`config.mk`:
```
export PLATFORM = sky130hd
export DESIGN_NAME = i2c_cond_guard
export DESIGN_NICKNAME = d
export VERILOG_FILES = /design/src/rtl/i2c_cond_pkg.sv /design/src/rtl/i2c_cond_sync.sv /design/src/rtl/i2c_cond_edge.sv /design/src/rtl/i2c_cond_fsm.sv /design/src/rtl/i2c_cond_guard.sv
export SDC_FILE = /design/constraint.sdc
export NUM_CORES = 1
export LEC_CHECK = 0
export BUFFER_PORTS_ARGS = -buffer_cell sky130_fd_sc_hd__buf_4
export CAP_MARGIN = 30
export CORE_AREA = 3 3 40 42
export CTS_CLUSTER_SIZE = 10
export DETAILED_ROUTE_END_ITERATION = 6
export DIE_AREA = 0 0 43 45
export PLACE_DENSITY = 0.56
export RECOVER_POWER = 100
export SLEW_MARGIN = 20
export SYNTH_ARGS = -nofsm -noshare
export SYNTH_HDL_FRONTEND = slang
export SYNTH_SLANG_ARGS = --single-unit
```
`constraint.sdc`:
```
create_clock -name clk -period 2.25 [get_ports clk]
set_clock_uncertainty 0.15 [all_clocks]
set_input_delay 0.45 -clock clk [delete_from_list [all_inputs] [get_ports clk]]
set_output_delay 0.45 -clock clk [all_outputs]
set_load 0.03 [all_outputs]
```
`src/rtl/i2c_cond_pkg.sv`:
```
package i2c_cond_pkg;

    localparam int LINE_COUNT = 2;
    localparam int SCL_IDX    = 1;
    localparam int SDA_IDX    = 0;

    typedef enum logic [2:0] {
        Q_QUIET      = 3'd0,
        Q_START_OK   = 3'd1,
        Q_STOP_OK    = 3'd2,
        Q_START_ERR  = 3'd3,
        Q_STOP_ERR   = 3'd4,
        Q_START_DROP = 3'd5,
        Q_STOP_DROP  = 3'd6
    } q_state_e;

    typedef struct packed {
        logic start;
        logic stop;
    } cond_t;

endpackage

```
`src/rtl/i2c_cond_sync.sv`:
```
module i2c_cond_sync #(
    parameter int              WIDTH   = 2,
    parameter int              STAGES  = 2,
    parameter logic [WIDTH-1:0] RST_VAL = '1
) (
    input  logic             clk,
    input  logic             rst_n,
    input  logic [WIDTH-1:0] raw,
    output logic [WIDTH-1:0] synced
);

    logic [WIDTH-1:0] stg [STAGES];

    always_ff @(posedge clk or negedge rst_n) begin
        if (!rst_n) stg[0] <= RST_VAL;
        else        stg[0] <= raw;
    end

    for (genvar g = 1; g < STAGES; g++) begin : g_chain
        always_ff @(posedge clk or negedge rst_n) begin
            if (!rst_n) stg[g] <= RST_VAL;
            else        stg[g] <= stg[g-1];
        end
    end

    assign synced = stg[STAGES-1];

endmodule

```
`src/rtl/i2c_cond_edge.sv`:
```
module i2c_cond_edge
    import i2c_cond_pkg::*;
(
    input  logic  clk,
    input  logic  rst_n,
    input  logic  scl_s,
    input  logic  sda_s,
    output cond_t cond
);

    logic scl_prev;
    logic sda_prev;

    always_ff @(posedge clk or negedge rst_n) begin
        if (!rst_n) begin
            scl_prev <= 1'b1;
            sda_prev <= 1'b1;
        end else begin
            scl_prev <= scl_s;
            sda_prev <= sda_s;
        end
    end

    logic scl_held;
    assign scl_held = scl_prev & scl_s;

    always_comb begin
        cond.start = scl_held &  sda_prev & ~sda_s;
        cond.stop  = scl_held & ~sda_prev &  sda_s;
    end

endmodule

```
`src/rtl/i2c_cond_fsm.sv`:
```
module i2c_cond_fsm
    import i2c_cond_pkg::*;
(
    input  logic  clk,
    input  logic  rst_n,
    input  cond_t cond,
    input  logic  eng_idle,
    input  logic  slv_rx_boundary,
    input  logic  master_mode,
    output logic  start_pulse,
    output logic  stop_pulse,
    output logic  bus_err_pulse,
    output logic  release_req
);

    q_state_e state_q;
    q_state_e state_d;

    logic phase_ok;
    assign phase_ok = eng_idle | (slv_rx_boundary & ~master_mode);

    function automatic q_state_e classify(input cond_t c, input logic ok, input logic mst);
        q_state_e r;
        r = Q_QUIET;
        if (c.start) begin
            if (ok)       r = Q_START_OK;
            else if (mst) r = Q_START_DROP;
            else          r = Q_START_ERR;
        end else if (c.stop) begin
            if (ok)       r = Q_STOP_OK;
            else if (mst) r = Q_STOP_DROP;
            else          r = Q_STOP_ERR;
        end
        return r;
    endfunction

    always_ff @(posedge clk or negedge rst_n) begin
        if (!rst_n) state_q <= Q_QUIET;
        else        state_q <= state_d;
    end

    always_comb begin
        state_d = Q_QUIET;
        unique case (state_q)
            Q_QUIET:      state_d = classify(cond, phase_ok, master_mode);
            Q_START_OK:   state_d = classify(cond, phase_ok, master_mode);
            Q_STOP_OK:    state_d = classify(cond, phase_ok, master_mode);
            Q_START_ERR:  state_d = classify(cond, phase_ok, master_mode);
            Q_STOP_ERR:   state_d = classify(cond, phase_ok, master_mode);
            Q_START_DROP: state_d = classify(cond, phase_ok, master_mode);
            Q_STOP_DROP:  state_d = classify(cond, phase_ok, master_mode);
            default:      state_d = Q_QUIET;
        endcase
    end

    always_comb begin
        start_pulse   = 1'b0;
        stop_pulse    = 1'b0;
        bus_err_pulse = 1'b0;
        release_req   = 1'b0;
        unique case (state_q)
            Q_QUIET: ;
            Q_START_OK:  start_pulse = 1'b1;
            Q_STOP_OK:   stop_pulse  = 1'b1;
            Q_START_ERR: begin
                start_pulse   = 1'b1;
                bus_err_pulse = 1'b1;
            end
            Q_STOP_ERR: begin
                stop_pulse    = 1'b1;
                bus_err_pulse = 1'b1;
            end
            Q_START_DROP: begin
                start_pulse   = 1'b1;
                bus_err_pulse = 1'b1;
                release_req   = 1'b1;
            end
            Q_STOP_DROP: begin
                stop_pulse    = 1'b1;
                bus_err_pulse = 1'b1;
                release_req   = 1'b1;
            end
            default: ;
        endcase
    end

endmodule

```
`src/rtl/i2c_cond_guard.sv`:
```
module i2c_cond_guard
    import i2c_cond_pkg::*;
#(
    parameter int SYNC_STAGES = 2
) (
    input  logic clk,
    input  logic rst_n,
    input  logic scl_in,
    input  logic sda_in,
    input  logic eng_idle,
    input  logic slv_rx_boundary,
    input  logic master_mode,
    output logic start_pulse,
    output logic stop_pulse,
    output logic bus_err_pulse,
    output logic release_req
);

    logic [LINE_COUNT-1:0] lines_raw;
    logic [LINE_COUNT-1:0] lines_sync;
    cond_t                 cond;

    always_comb begin
        lines_raw          = '0;
        lines_raw[SCL_IDX] = scl_in;
        lines_raw[SDA_IDX] = sda_in;
    end

    i2c_cond_sync #(
        .WIDTH   (LINE_COUNT),
        .STAGES  (SYNC_STAGES),
        .RST_VAL ({LINE_COUNT{1'b1}})
    ) u_sync (
        .clk    (clk),
        .rst_n  (rst_n),
        .raw    (lines_raw),
        .synced (lines_sync)
    );

    i2c_cond_edge u_edge (
        .clk   (clk),
        .rst_n (rst_n),
        .scl_s (lines_sync[SCL_IDX]),
        .sda_s (lines_sync[SDA_IDX]),
        .cond  (cond)
    );

    i2c_cond_fsm u_fsm (
        .clk             (clk),
        .rst_n           (rst_n),
        .cond            (cond),
        .eng_idle        (eng_idle),
        .slv_rx_boundary (slv_rx_boundary),
        .master_mode     (master_mode),
        .start_pulse     (start_pulse),
        .stop_pulse      (stop_pulse),
        .bus_err_pulse   (bus_err_pulse),
        .release_req     (release_req)
    );

endmodule

```
---- Yosys cells after proc, flatten, opt, wreduce, memory -nomap -nowiden ----
Cells that the tools add are included.
storage, ports and cells
  register bits after elaboration ......... 9
  output and inout bits ................... 4
  logic and storage cells ................. 38
operators by class
  equality and inequality tests ........... 6
  mux-type cells .......................... 11
  reduce and logical (&&, ||, !) cells .... 6
  bitwise logic cells ..................... 10
operators with widths
  cell                                           number
  two-way mux 3 bit                              6
  == test 3 bit, second input constant           3
  OR reduction 7 bit                             1
  AND 1 bit                                      6
  == test 3 x 2 -> 1 bit, second input constant  2
  OR reduction 3 bit                             2
  two-way mux 1 bit                              4
  OR reduction 4 bit                             1
  == test 3 x 1 -> 1 bit, second input constant  1
  logical NOT 3 bit                              1
  inverter 1 bit                                 3
  two-way mux 2 bit                              1
  OR reduction 2 bit                             1
  OR 1 bit                                       1

---- Longest topological paths before layout ----
Gate-level depths: netlist (run 1).
  depth in word-level cells ............... 7
  mapped depth ............................ 3
  mapped depth without buffers ............ 3

---- Hierarchy ----
A second synthesis (run 1) with hierarchy kept.
second synthesis, totals
  cell total of the unflattened synthesis .. 30
  area, all modules ....................... 376.6 um2
by module, submodules not included
  module         times used  area an instance (um2)  sequential area each (um2)  cells each
  i2c_cond_fsm   1           183.9                   75.1                        20
  i2c_cond_sync  1           120.1                   105.1                       6
  i2c_cond_edge  1           72.6                    52.6                        4

---- Worst setup path after synthesis (run 1) ----
OpenSTA, ideal clock, no wires.
  path kind ............................... register to output
  start ................................... register u_fsm.state_q[2]
  end ..................................... output start_pulse
  slack ................................... 517 ps
  arrival time ............................ 1133 ps
  stages on the path, launching flop included .. 2
  cells stage by stage .................... dfrtp_1 > a21boi_0
between the ends
  longest elaborated chain between the ends .. 3
  elaborated cells between the ends (all ways) .. 5
  those cells by class .................... eq/ne: 3; mux: 1; reduce/logical: 1
ends and longest elaborated chain
  element                                         RTL line              text
  from (decl)                                     i2c_cond_fsm.sv:16    q_state_e state_q;
  from (signal assigned)                          i2c_cond_fsm.sv:39    else state_q <= state_d;
  == test 3 x 1 -> 1 bit (tied with other cells)  i2c_cond_fsm.sv:61    unique case (state_q)
  OR reduction 3 bit (no source line) (*)         -
  two-way mux 1 bit (*)                           i2c_cond_fsm.sv:61
  to (decl)                                       i2c_cond_guard.sv:13  output logic start_pulse,
Every way passes the cells marked *; elsewhere a longest branch is shown, timed or not.

---- Worst setup path after layout (run 1) ----
  start ................................... register u_fsm.state_q[1]
  end ..................................... output release_req
between the ends
  longest elaborated chain between the ends .. 3
  elaborated cells between the ends (all ways) .. 4
  those cells by class .................... eq/ne: 2; mux: 1; reduce/logical: 1
ends and longest elaborated chain
  element                                  RTL line              text
  == test 3 bit                            i2c_cond_fsm.sv:61
  OR reduction 2 bit (no source line) (*)  -
  two-way mux 1 bit (*)                    i2c_cond_fsm.sv:61
  to (decl)                                i2c_cond_guard.sv:16  output logic release_req
Marks and branches as above.

==> results.md, run 1 <==
* Number of flip-flops and latches in the synthesized netlist at 9
* Number of levels the H-tree was split into at 1
* Worst reg2reg setup slack at 1.07 ns
* Worst voltage drop across the vdd grid at 0.000251 V
* Time the final worst path needs with I/O delays and setup at 1.87 ns
* Number of buffers added for setup after CTS at 0
* Crit path max-delay cell type: sky130_fd_sc_hd__dfrtp_1
* Worst hold path class: input port to flip-flop
* Num CTS Buffers at 3
* Final core utilization at 0.366
* Placed cell count at 52
* RR Startpoint: u_edge.sda_prev
* Synthesized netlist cell count at 27
* Diodes inserted at 0
* Row cnt at 13
* Highest cell delay on the worst timing path at 0.42 ns
* Placement Setup Slack at 0.761 ns
* Worst hold-check slack at 0.152 ns
* IO Pins at 11
* Share of synthesized area occupied by flip-flops and latches at 0.644
* Static leakage power at 0.194 nW
* Number of port buffers at 10
* Synth Net Count at 34
* Area of all placed cells without fillers at 470 um^2
* First-pass GRT wire length at 924 um
* Largest net degree at the start of global routing at 10
* Cell Area, Synth at 362 um^2
* Final Slew Violations at 0
* Number of nets with antenna violations after routing at 0
* Placed Instance Area at 455 um^2
* Height of the die at 45 um
* Setup Viol. Count Final at 0
* RSZ-0062 raised after global routing: false
* Chip width at 43 um
* Max Buffers Root-to-Sink at 2
* Power per cell area at 692 nW/um^2
* Average instance area after synthesis at 13.4 um^2
* Last weighted congestion value of the routability-driven placer at 0.646
* Yosys warning total at 0
* Crit-path max FO at 5
* Count of TritonRoute iterations in the first routing pass at 1
* Crit. End Element: output pin
* Non-Filler Instances at 57
* Number of maximum-capacitance violations at 0
* Count of buffering cells on the critical path with inverters included at 1
* Core area at 1280 um^2
* Worst reg2reg path endpoint: u_fsm.state_q[2]
* Destination of the critical timing path: release_req
* Number of distinct library cell variants in the gate-level netlist after synthesis at 17
* Data required time of the worst path at 1.65 ns
* Setup TNS at 0 ns
* Depth of the critical timing path with buffers and inverters included at 3
* Number of hold buffers added after cts at 1
* Count of vias placed by the detailed router at 244
* Synthesis-to-finish area growth at 30.1%
* Drt initial violations at 0
* Die Area at 1940 um^2
* Origin of the worst setup path: u_fsm.state_q[1]
* Type of the setup path with the least slack: flip-flop to output pin
* Wire length after detailed routing at 586 um
* TritonCTS clock tree: done
* Worst-path cell chain: xor2_1, and2_1, clkbuf_1
* Relative slew slack at 0.711
* Vias in the first global route at 244
* PostCTS Resize Cnt at 0
* Worst Setup Start Kind: flip-flop
* Number of hold-slack violations in the final timing report at 0
* Clk pin slew, worst setup/hold paths at 0.06 ns
* Transition at the pin with the smallest max-transition slack at 0.434 ns
* Run status: finished, final reports clean
* Sinks on Clock Net at 9
* Reg2reg path depth at 3
* Share of final-layout standard cells stronger than drive strength 1 at 0.381
* Count of nets after finishing at 50
* Average detailed-routed wire length per instance at 10.3 um
* Share of the cycle needed by the critical path after routing at 0.830
* Total power at 0.325 mW
* Initial antenna violation count at 0
* Clock tree root buffer cell: sky130_fd_sc_hd__clkbuf_4
* Overall fraction of global-route tracks in use at 0.0709
* Final critical-path setup slack at 0.382 ns
* DR DRC count at 0
* Half-perimeter wire length after detailed placement at 468 um
* Initial Utilization at 0.281
* Kind of cell adding the most delay to the critical path: flip-flops
* Maximum operating frequency at 535 MHz
* Crit path arrival time at 1.27 ns
* Overall overflow remaining after global route at 0
* Latest clock arrival within the worst-skew pair at 0.25 ns
* Vias per cell at 4.28
[synth_stat cells]
cell,n,area share
sky130_fd_sc_hd__nor2_2,1,0.017
sky130_fd_sc_hd__mux2i_1,1,0.028
sky130_fd_sc_hd__a21boi_0,1,0.021
sky130_fd_sc_hd__dfrtp_1,3,0.21
sky130_fd_sc_hd__nand3_2,1,0.028
sky130_fd_sc_hd__a22oi_1,1,0.021
sky130_fd_sc_hd__nor2_1,2,0.021
sky130_fd_sc_hd__nor3_2,2,0.055
sky130_fd_sc_hd__nor2b_1,2,0.035
sky130_fd_sc_hd__xor2_1,1,0.024
sky130_fd_sc_hd__nor2b_2,1,0.024
sky130_fd_sc_hd__nand2_1,1,0.010
sky130_fd_sc_hd__nand2b_1,1,0.017
sky130_fd_sc_hd__dfstp_2,6,0.44
sky130_fd_sc_hd__xnor2_1,1,0.024
sky130_fd_sc_hd__and2_1,1,0.017
sky130_fd_sc_hd__nand3_1,1,0.014
[layout by cell type, fill, tap and decap left out, drive strengths merged]
cell         Yosys  routed
a21boi           1       1
dlygate4sd3      0       1
a22oi            1       1
nand3            2       2
xor2             1       1
buf              0       3
xnor2            1       1
dfrtp            3       3
mux2i            1       1
nor2b            3       3
nand2            1       1
nor3             2       2
clkbuf           0      11
nand2b           1       1
dfstp            6       6
nor2             3       3
and2             1       1
[cell type report]
class	count	area (um^2)
Timing Repair Buffer	11	66.3
Sequential cell	9	233
Fill cell	141	815
Tap cell	15	18.8
Clock buffer	4	26.3
Multi-Input combinational cell	18	126
[logic make-up after synthesis]
logic type,Yosys count,synth area share
xor+xnor,2,0.0485
flops,9,0.644
mux,1,0.0277
simple gates,13,0.239
compound gates,2,0.0415
[report_power, final]
part | internal, mW | switching [mW]
Combinational | 0.0131 | 0.0152
Clock | 0.0681 | 0.0523
Sequential | 0.172 | 0.00430
[worst min-delay path by stage]
stage	from	end	cells past startpoint	slack [ns]
3_3_place_gp	rst_n	u_fsm.state_q[1]	1	0.12
2_1_floorplan	rst_n	u_fsm.state_q[0]	0	0.004
6_report	sda_in	u_sync.stg[2]	1	0.15
3_5_place_dp	rst_n	u_fsm.state_q[0]	1	0.12
4_1_cts	sda_in	u_sync.stg[2]	1	0.14
5_1_grt	scl_in	u_sync.stg[3]	1	0.14
[registers in the layout (all words and copies together) (netlist names)]
| name | count |
|---|---|
| u_fsm.state_q | 3 |
| u_edge.sda_prev | 1 |
| u_sync.stg | 2 |
| u_sync.synced | 2 |
| u_edge.scl_prev | 1 |
[per-layer routing]
layer	vias to the layer above	wire (um)	track usage
li1	119	-	-
met1	117	211	0.0652
met2	8	331	0.120
met3	0	43	0.0359
met4	0	0	0.0542
met5	-	0	0
No activity file was read; power rests on OpenSTA's default activity.
==> inputs of run 2 (changes only) <==
--- a/config.mk
+++ b/config.mk
@@ -5,6 +5,7 @@
 export SDC_FILE = /design/constraint.sdc
 export NUM_CORES = 1
 export LEC_CHECK = 0
+export ABC_AREA = 1
 export BUFFER_PORTS_ARGS = -buffer_cell sky130_fd_sc_hd__buf_4
 export CAP_MARGIN = 30
 export CORE_AREA = 3 3 40 42
==> constraint.sdc (replaced) <==
create_clock -name clk -period 1.9 [get_ports clk]
set_clock_uncertainty 0.15 [all_clocks]
set_input_delay 0.38 -clock clk [delete_from_list [all_inputs] [get_ports clk]]
set_output_delay 0.38 -clock clk [all_outputs]
set_load 0.03 [all_outputs]
==> run 2 against run 1 <==
  * Worst hold slack worse by 0.065 ns
  * Synthesized cell count rose by 48%
  * Die area unchanged
  * Via count up 19%
  * Global-route usage increased by 0.23 points
  * Cell count is 23% higher
  * First-iteration DRC count grew 1
  * Wire length up 3.6%
  * Power rose by 19%
  * Area after synthesis is 2.8% higher
  * Critical path depth stayed put
  * Clock power increased by 17%
  * Critical path type unchanged
  * Highest routed layer unchanged
==> results.md, run 2 <==
* Average detailed-routed wire length per instance at 8.67 um (was 10.3 um)
* Yosys warning total at 0 (unchanged)
* Type of the setup path with the least slack: flip-flop to output pin (unchanged)
* Number of hold buffers added after cts at 1 (unchanged)
* Row cnt at 13 (unchanged)
* Max Buffers Root-to-Sink at 2 (unchanged)
* Chip width at 43 um (unchanged)
* Worst voltage drop across the vdd grid at 0.000631 V (was 0.000251 V)
* Top library cells by usage in the layout, fill and taps aside: 9 x sky130_fd_sc_hd__nand2_1, 7 x sky130_fd_sc_hd__inv_1, 5 x sky130_fd_sc_hd__clkbuf_4, 5 x sky130_fd_sc_hd__buf_4, 5 x sky130_fd_sc_hd__dfstp_2 (was 6 x sky130_fd_sc_hd__clkbuf_1, 5 x sky130_fd_sc_hd__clkbuf_4, 4 x sky130_fd_sc_hd__dfstp_2)
* Core area at 1280 um^2 (unchanged)
* Relative slew slack at 0.686 (was 0.711)
* Die Area at 1940 um^2 (unchanged)
* Run status: finished, final reports clean (unchanged)
* Vias per cell at 4.16 (was 4.28)
* DR DRC count at 0 (unchanged)
* Number of nets with antenna violations after routing at 0 (unchanged)
* Number of buffers added for setup after CTS at 0 (unchanged)
* Num CTS Buffers at 3 (unchanged)
* Height of the die at 45 um (unchanged)
* Synth top area cells: sky130_fd_sc_hd__dfstp_2 42%, sky130_fd_sc_hd__dfrtp_1 20%, sky130_fd_sc_hd__nand2_1 9.1% (was sky130_fd_sc_hd__dfstp_2 44%, sky130_fd_sc_hd__dfrtp_1 21%, sky130_fd_sc_hd__nor3_2 5.5%)
* Post-synth EDFFs at 0 (unchanged)
* Most used standard cell by instance count after synthesis: sky130_fd_sc_hd__nand2_1 (was sky130_fd_sc_hd__dfstp_2)
* Clock tree root buffer cell: sky130_fd_sc_hd__clkbuf_4 (unchanged)
* Highest cell delay on the worst timing path at 0.44 ns (was 0.42 ns)
* Overall fraction of global-route tracks in use at 0.0732 (was 0.0709)
* Power per cell area at 790 nW/um^2 (was 692 nW/um^2)
* Top post-synthesis cells by count: 9 x sky130_fd_sc_hd__nand2_1, 7 x sky130_fd_sc_hd__inv_1, 6 x sky130_fd_sc_hd__dfstp_2 (was 6 x sky130_fd_sc_hd__dfstp_2, 3 x sky130_fd_sc_hd__dfrtp_1, 2 x sky130_fd_sc_hd__nor2_1, 2 x sky130_fd_sc_hd__nor2b_1, 2 x sky130_fd_sc_hd__nor3_2)
* Synthesis-to-finish area growth at 32.3% (was 30.1%)
* Non-Filler Instances at 70 (was 57)
* Hold path startpoint: scl_in (was sda_in)
* Crit path arrival time at 1.23 ns (was 1.27 ns)
* Setup TNS at 0 ns (unchanged)
* Number of distinct library cell variants in the gate-level netlist after synthesis at 13 (was 17)
* Number of port buffers at 10 (unchanged)
* Number of flip-flops and latches in the synthesized netlist at 9 (unchanged)
* Most flop-heavy register: u_fsm.state_q (unchanged)
* Share of final-layout standard cells stronger than drive strength 1 at 0.364 (was 0.381)
* Crit. End Element: output pin (unchanged)
* Share of synthesized area occupied by flip-flops and latches at 0.626 (was 0.644)
* Worst Setup Start Kind: flip-flop (unchanged)
* Latest clock arrival within the worst-skew pair at 0.25 ns (about the same)
* Worst-path cell chain: inv_1, a21oi_1, clkbuf_1 (was xor2_1, and2_1, clkbuf_1)
* PostCTS Resize Cnt at 0 (unchanged)
* Most common library cell in the layout ignoring fill and taps: sky130_fd_sc_hd__nand2_1 (was sky130_fd_sc_hd__clkbuf_1)
* Placed Instance Area at 465 um^2 (was 455 um^2)
* Final Slew Violations at 0 (unchanged)
* Final core utilization at 0.383 (was 0.366)
* Number of maximum-capacitance violations at 0 (unchanged)
* Number of hold-slack violations in the final timing report at 0 (unchanged)
* Crit-path max FO at 6 (was 5)
* Time the final worst path needs with I/O delays and setup at 1.76 ns
* RSZ-0062 raised after global routing: false (unchanged)
* Transition at the pin with the smallest max-transition slack at 0.471 ns (was 0.434 ns)
* Count of TritonRoute iterations in the first routing pass at 2 (was 1)
* Last weighted congestion value of the routability-driven placer at 0.655 (was 0.646)
* Vias in the first global route at 275 (was 244)
* RR Startpoint: u_sync.synced[1] (was u_edge.sda_prev)
* Area share of the largest cell type after synthesis at 0.424 (was 0.436)
* Count of vias placed by the detailed router at 291 (was 244)
* Synth Net Count at 47 (was 34)
* Maximum operating frequency at 569 MHz
* Average instance area after synthesis at 9.29 um^2 (was 13.4 um^2)
* Crit path max-delay cell type: sky130_fd_sc_hd__dfrtp_1 (unchanged)
* Share of the cycle needed by the critical path after routing at 0.926
* Most common flop cell mapped by yosys: sky130_fd_sc_hd__dfstp_2 (unchanged)
* Placed cell count at 65 (was 52)
* Largest register FFs at 3 (unchanged)
* Data required time of the worst path at 1.37 ns (was 1.65 ns)
* IO Pins at 11 (unchanged)
* Largest net degree at the start of global routing at 10 (unchanged)
* Synth async-reset ratio at 1.00 (unchanged)
* Sinks on Clock Net at 9 (unchanged)
* Fill cell total of the finished layout at 140 (was 141)
* Number of levels the H-tree was split into at 1 (unchanged)
* Initial antenna violation count at 0 (unchanged)
* TritonCTS clock tree: done (unchanged)
* Area of all placed cells without fillers at 492 um^2 (was 470 um^2)
* Yosys top cell by area: sky130_fd_sc_hd__dfstp_2 (unchanged)
* Drt initial violations at 1 (was 0)
* Initial Utilization at 0.289 (was 0.281)
* Synthesized netlist cell count at 40 (was 27)
* Worst hold path class: input port to flip-flop (unchanged)
* Count of buffering cells on the critical path with inverters included at 2 (was 1)
* Overall overflow remaining after global route at 0 (unchanged)
* Count of nets after finishing at 63 (was 50)
* Diodes inserted at 0 (unchanged)
* Cell Area, Synth at 372 um^2 (was 362 um^2)
* Total power at 0.388 mW (was 0.325 mW)
* First-pass GRT wire length at 1.01 mm (was 924 um)
* Setup Viol. Count Final at 0 (unchanged)
* Kind of cell adding the most delay to the critical path: flip-flops (unchanged)
* Static leakage power at 0.234 nW (was 0.194 nW)
* Wire length after detailed routing at 607 um (was 586 um)
* Origin of the worst setup path: u_fsm.state_q[2] (was u_fsm.state_q[1])
* Clk pin slew, worst setup/hold paths at 0.06 ns (about the same)
run 2: changes by cell type in the layout (fill, tap and decap cells not counted), moves of 2 or more:
| cell | before | now |
|---|---|---|
| sky130_fd_sc_hd__a21oi_1 | 0 | 4 |
| sky130_fd_sc_hd__a21oi_2 | 0 | 2 |
| sky130_fd_sc_hd__buf_4 | 3 | 5 |
| sky130_fd_sc_hd__clkbuf_1 | 6 | 3 |
| sky130_fd_sc_hd__inv_1 | 0 | 7 |
| sky130_fd_sc_hd__nand2_1 | 1 | 9 |
| sky130_fd_sc_hd__nor2b_1 | 3 | 0 |
| sky130_fd_sc_hd__nor3_2 | 2 | 0 |
run 2: final cells by class:
type,instances,area [um^2],area share
Sequential cell,9,233,0.473
Multi-Input combinational cell,23,109,0.221
Timing Repair Buffer,11,75.1,0.153
Inverter,8,30.0,0.0611
Clock buffer,4,26.3,0.0534
Tap cell,15,18.8,0.0382
run 2: routing by layer:
metal  up-vias  GRT usage  part of all wire  routed length, um
met5         -          0                 0                  0
met4         0     0.0181                 0                  0
met3         0     0.0478             0.089                 54
met2        11      0.132              0.48                292
met1       127     0.0697              0.43                259
li1        153          -                 -                  -
run 2: final timing paths:
kind	to	slack (ns)	cells after the start
worst max-delay path	stop_pulse	0.14	3
worst min-delay path	u_sync.stg[3]	0.09	1
worst max register to register	u_fsm.state_q[1]	0.72	6
worst min register to register	u_sync.synced[1]	0.20	0
max in group asynchronous	u_sync.stg[3]	0.81	2
min in group asynchronous	u_fsm.state_q[0]	0.44	2
run 2: metrics by stage:
stage	worst slack, ns	hold slack [ns]
after detailed placement	0.467	0.0560
after floorplan	0.144	-0.0656
final	0.141	0.0866
after global routing	0.0374	0.0669
after CTS	0.188	0.0731
after global placement	0.484	0.0553
run 2: kinds of logic (layout without fill, tap and decap cells):
| group | Yosys count | count (layout) | share of synthesized area |
|---|---|---|---|
| compound gates | 8 | 8 | 0.128 |
| buf+inv | 8 | 23 | 0.0808 |
| flops | 9 | 9 | 0.626 |
| simple gates | 15 | 15 | 0.165 |
run 2: power by group:
part	internal [mW]	switching [mW]	leakage (nW)
clock	0.0805	0.0597	0.0150
sequential	0.205	0.00546	0.103
combinational	0.0157	0.0218	0.116
total	0.301	0.0870	0.234
==> inputs of run 3 (changes only) <==
--- a/config.mk
+++ b/config.mk
@@ -8,10 +8,11 @@
 export ABC_AREA = 1
 export BUFFER_PORTS_ARGS = -buffer_cell sky130_fd_sc_hd__buf_4
 export CAP_MARGIN = 30
-export CORE_AREA = 3 3 40 42
+export CORE_AREA = 2 2 39 41
 export CTS_CLUSTER_SIZE = 10
 export DETAILED_ROUTE_END_ITERATION = 6
-export DIE_AREA = 0 0 43 45
+export DIE_AREA = 0 0 41 43
+export GPL_TIMING_DRIVEN = 0
 export PLACE_DENSITY = 0.56
 export RECOVER_POWER = 100
 export SLEW_MARGIN = 20
==> run 3 against run 2 <==
  * Maximum frequency is 0.33% higher
  * Cell count rose by 1.4%
  * Combinational power decreased by 3%
  * Register-to-register slack is essentially flat
  * Flip-flop and latch count did not move
==> results.md, run 3 (same netlist as run 2, synthesis figures left out) <==
* Count of TritonRoute iterations in the first routing pass at 2 (unchanged)
* Average detailed-routed wire length per instance at 8.49 um (was 8.67 um)
* Type of the setup path with the least slack: flip-flop to output pin (unchanged)
* RSZ-0062 raised after global routing: false (unchanged)
* Worst hold path class: input port to flip-flop (unchanged)
* Number of hold-slack violations in the final timing report at 0 (unchanged)
* TritonCTS clock tree: done (unchanged)
* Worst voltage drop across the vdd grid at 0.000327 V (was 0.000631 V)
* Most common library cell in the layout ignoring fill and taps: sky130_fd_sc_hd__nand2_1 (unchanged)
* Placement Setup Slack at 0.462 ns (was 0.467 ns)
* First-pass GRT wire length at 945 um (was 1.01 mm)
* Initial antenna violation count at 0 (unchanged)
* Share of the cycle needed by the critical path after routing at 0.922 (was 0.926)
* Largest net degree at the start of global routing at 10 (unchanged)
* Latest clock arrival within the worst-skew pair at 0.26 ns (was 0.25 ns)
* Area taken by flip-flops and latches at 233 um^2 (unchanged)
* Reg2reg path depth at 4 (was 6)
* Count of vias placed by the detailed router at 299 (was 291)
* Crit-path max FO at 6 (unchanged)
* Num CTS Buffers at 3 (unchanged)
* Vias in the first global route at 255 (was 275)
* Number of port buffers at 10 (unchanged)
* Clk pin slew, worst setup/hold paths at 0.06 ns (about the same)
* Worst Setup Start Kind: flip-flop (unchanged)
* DR DRC count at 0 (unchanged)
* RR Startpoint: u_sync.synced[1] (unchanged)
* Number of nets with antenna violations after routing at 0 (unchanged)
* Diodes inserted at 0 (unchanged)
* Area of the multi-input gates at 105 um^2 (was 109 um^2)
* Height of the die at 43 um (was 45 um)
* Count of nets after finishing at 63 (unchanged)
* Transition at the pin with the smallest max-transition slack at 0.468 ns (was 0.471 ns)
* IO Pins at 11 (unchanged)
* Number of levels the H-tree was split into at 1 (unchanged)
* Setup TNS at 0 ns (unchanged)
* Final critical-path setup slack at 0.147 ns (was 0.141 ns)
* Half-perimeter wire length after detailed placement at 429 um
* Crit path arrival time at 1.22 ns (was 1.23 ns)
* Origin of the worst setup path: u_fsm.state_q[2] (unchanged)
* Die Area at 1760 um^2 (was 1940 um^2)
* Synthesis-to-finish area growth at 30.3% (was 32.3%)
* Wire length after detailed routing at 603 um (was 607 um)
* Worst reg2reg setup slack at 0.72 ns (about the same)
* Chip width at 41 um (was 43 um)
* Last weighted congestion value of the routability-driven placer at 0.652 (was 0.655)
* Overall fraction of global-route tracks in use at 0.0844 (was 0.0732)
* Time the final worst path needs with I/O delays and setup at 1.75 ns (was 1.76 ns)
* Power per cell area at 817 nW/um^2 (was 790 nW/um^2)
* Hold Crit Depth at 1 (unchanged)
* Endpoint, Worst Hold: u_sync.stg[2] (was u_sync.stg[3])
* Share of final-layout standard cells stronger than drive strength 1 at 0.327 (was 0.364)
* Number of maximum-capacitance violations at 0 (unchanged)
* Relative slew slack at 0.688 (was 0.686)
* Worst reg2reg path endpoint: u_fsm.state_q[2] (was u_fsm.state_q[1])
* Setup Viol. Count Final at 0 (unchanged)
* Drt initial violations at 2 (was 1)
* Top library cells by usage in the layout, fill and taps aside: 9 x sky130_fd_sc_hd__nand2_1, 7 x sky130_fd_sc_hd__inv_1, 5 x sky130_fd_sc_hd__a21oi_1, 5 x sky130_fd_sc_hd__clkbuf_4, 4 x sky130_fd_sc_hd__dfstp_2 (was 9 x sky130_fd_sc_hd__nand2_1, 7 x sky130_fd_sc_hd__inv_1, 5 x sky130_fd_sc_hd__clkbuf_4, 5 x sky130_fd_sc_hd__buf_4, 5 x sky130_fd_sc_hd__dfstp_2)
* Largest register FFs at 3 (unchanged)
* Fill cell total of the finished layout at 146 (was 140)
* Core area at 1380 um^2 (was 1280 um^2)
* Clock tree root buffer cell: sky130_fd_sc_hd__clkbuf_4 (unchanged)
* PostCTS Resize Cnt at 0 (unchanged)
* Overall overflow remaining after global route at 0 (unchanged)
* Maximum operating frequency at 571 MHz (was 569 MHz)
* Data required time of the worst path at 1.37 ns (about the same)
* Max Buffers Root-to-Sink at 2 (unchanged)
* Row cnt at 14 (was 13)
* Run status: finished, final reports clean (unchanged)
* Vias per cell at 4.21 (was 4.16)
* Initial Utilization at 0.269 (was 0.289)
* Most flop-heavy register: u_fsm.state_q (unchanged)
* Crit. End Element: output pin (unchanged)
* Sinks on Clock Net at 9 (unchanged)
* Hold path startpoint: sda_in (was scl_in)
* Final Slew Violations at 0 (unchanged)
* Static leakage power at 0.232 nW (was 0.234 nW)
-- run 3: where the power goes --
| part | total, mW | internal, mW | switching (mW) |
|---|---|---|---|
| Combinational | 0.0362 | 0.0151 | 0.0211 |
| Sequential | 0.210 | 0.205 | 0.00564 |
| Clock | 0.149 | 0.0810 | 0.0682 |
-- run 3: worst max path at each step --
stage,end,cells past startpoint
2_1_floorplan,bus_err_pulse,3
3_3_place_gp,bus_err_pulse,4
3_5_place_dp,bus_err_pulse,4
4_1_cts,bus_err_pulse,4
5_1_grt,bus_err_pulse,4
6_report,bus_err_pulse,4
-- run 3: final cells by class --
type / count / share of cell area
Clock buffer: 4 / 0.0543
Multi-Input combinational cell: 23 / 0.217
Timing Repair Buffer: 11 / 0.145
Tap cell: 16 / 0.0413
Sequential cell: 9 / 0.481
Inverter: 8 / 0.0620
-- run 3: critical path, cell delays in order, from the launching register on --
cell and delay [ns]:
sky130_fd_sc_hd__dfrtp_1 0.44, sky130_fd_sc_hd__a21oi_2 0.17, sky130_fd_sc_hd__o21ai_1 0.07, sky130_fd_sc_hd__o21ai_0 0.07
sky130_fd_sc_hd__clkbuf_2 0.22
-- run 3: per-layer routing --
layer / up-vias / track usage / part of all wire
met5: - / 0 / 0
met4: 0 / 0.0600 / 0.022
met3: 2 / 0.0314 / 0.068
met2: 10 / 0.125 / 0.49
met1: 134 / 0.0940 / 0.41
li1: 153 / - / -
-- run 3: per-stage QoR --
| stage | power [mW] | instances | instance area [um^2] | utilization | hold slack [ns] |
|---|---|---|---|---|---|
| 2_1_floorplan | 0.232 | 40 | 372 | - | -0.0656 |
| 3_3_place_gp | 0.252 | 66 | 467 | 0.337 | 0.0555 |
| 3_5_place_dp | 0.253 | 66 | 467 | 0.337 | 0.0558 |
| 4_1_cts | 0.408 | 71 | 503 | 0.363 | 0.0612 |
| 5_1_grt | 0.426 | 71 | 484 | 0.350 | 0.0487 |
| 6_report | 0.396 | 71 | 484 | 0.350 | 0.0741 |
-- run 3: repair_timing --
action                                 4_1_cts  5_1_grt
endpoints found under the hold margin        9        0
hold buffers                                 1        0
buffers inserted                             0        0
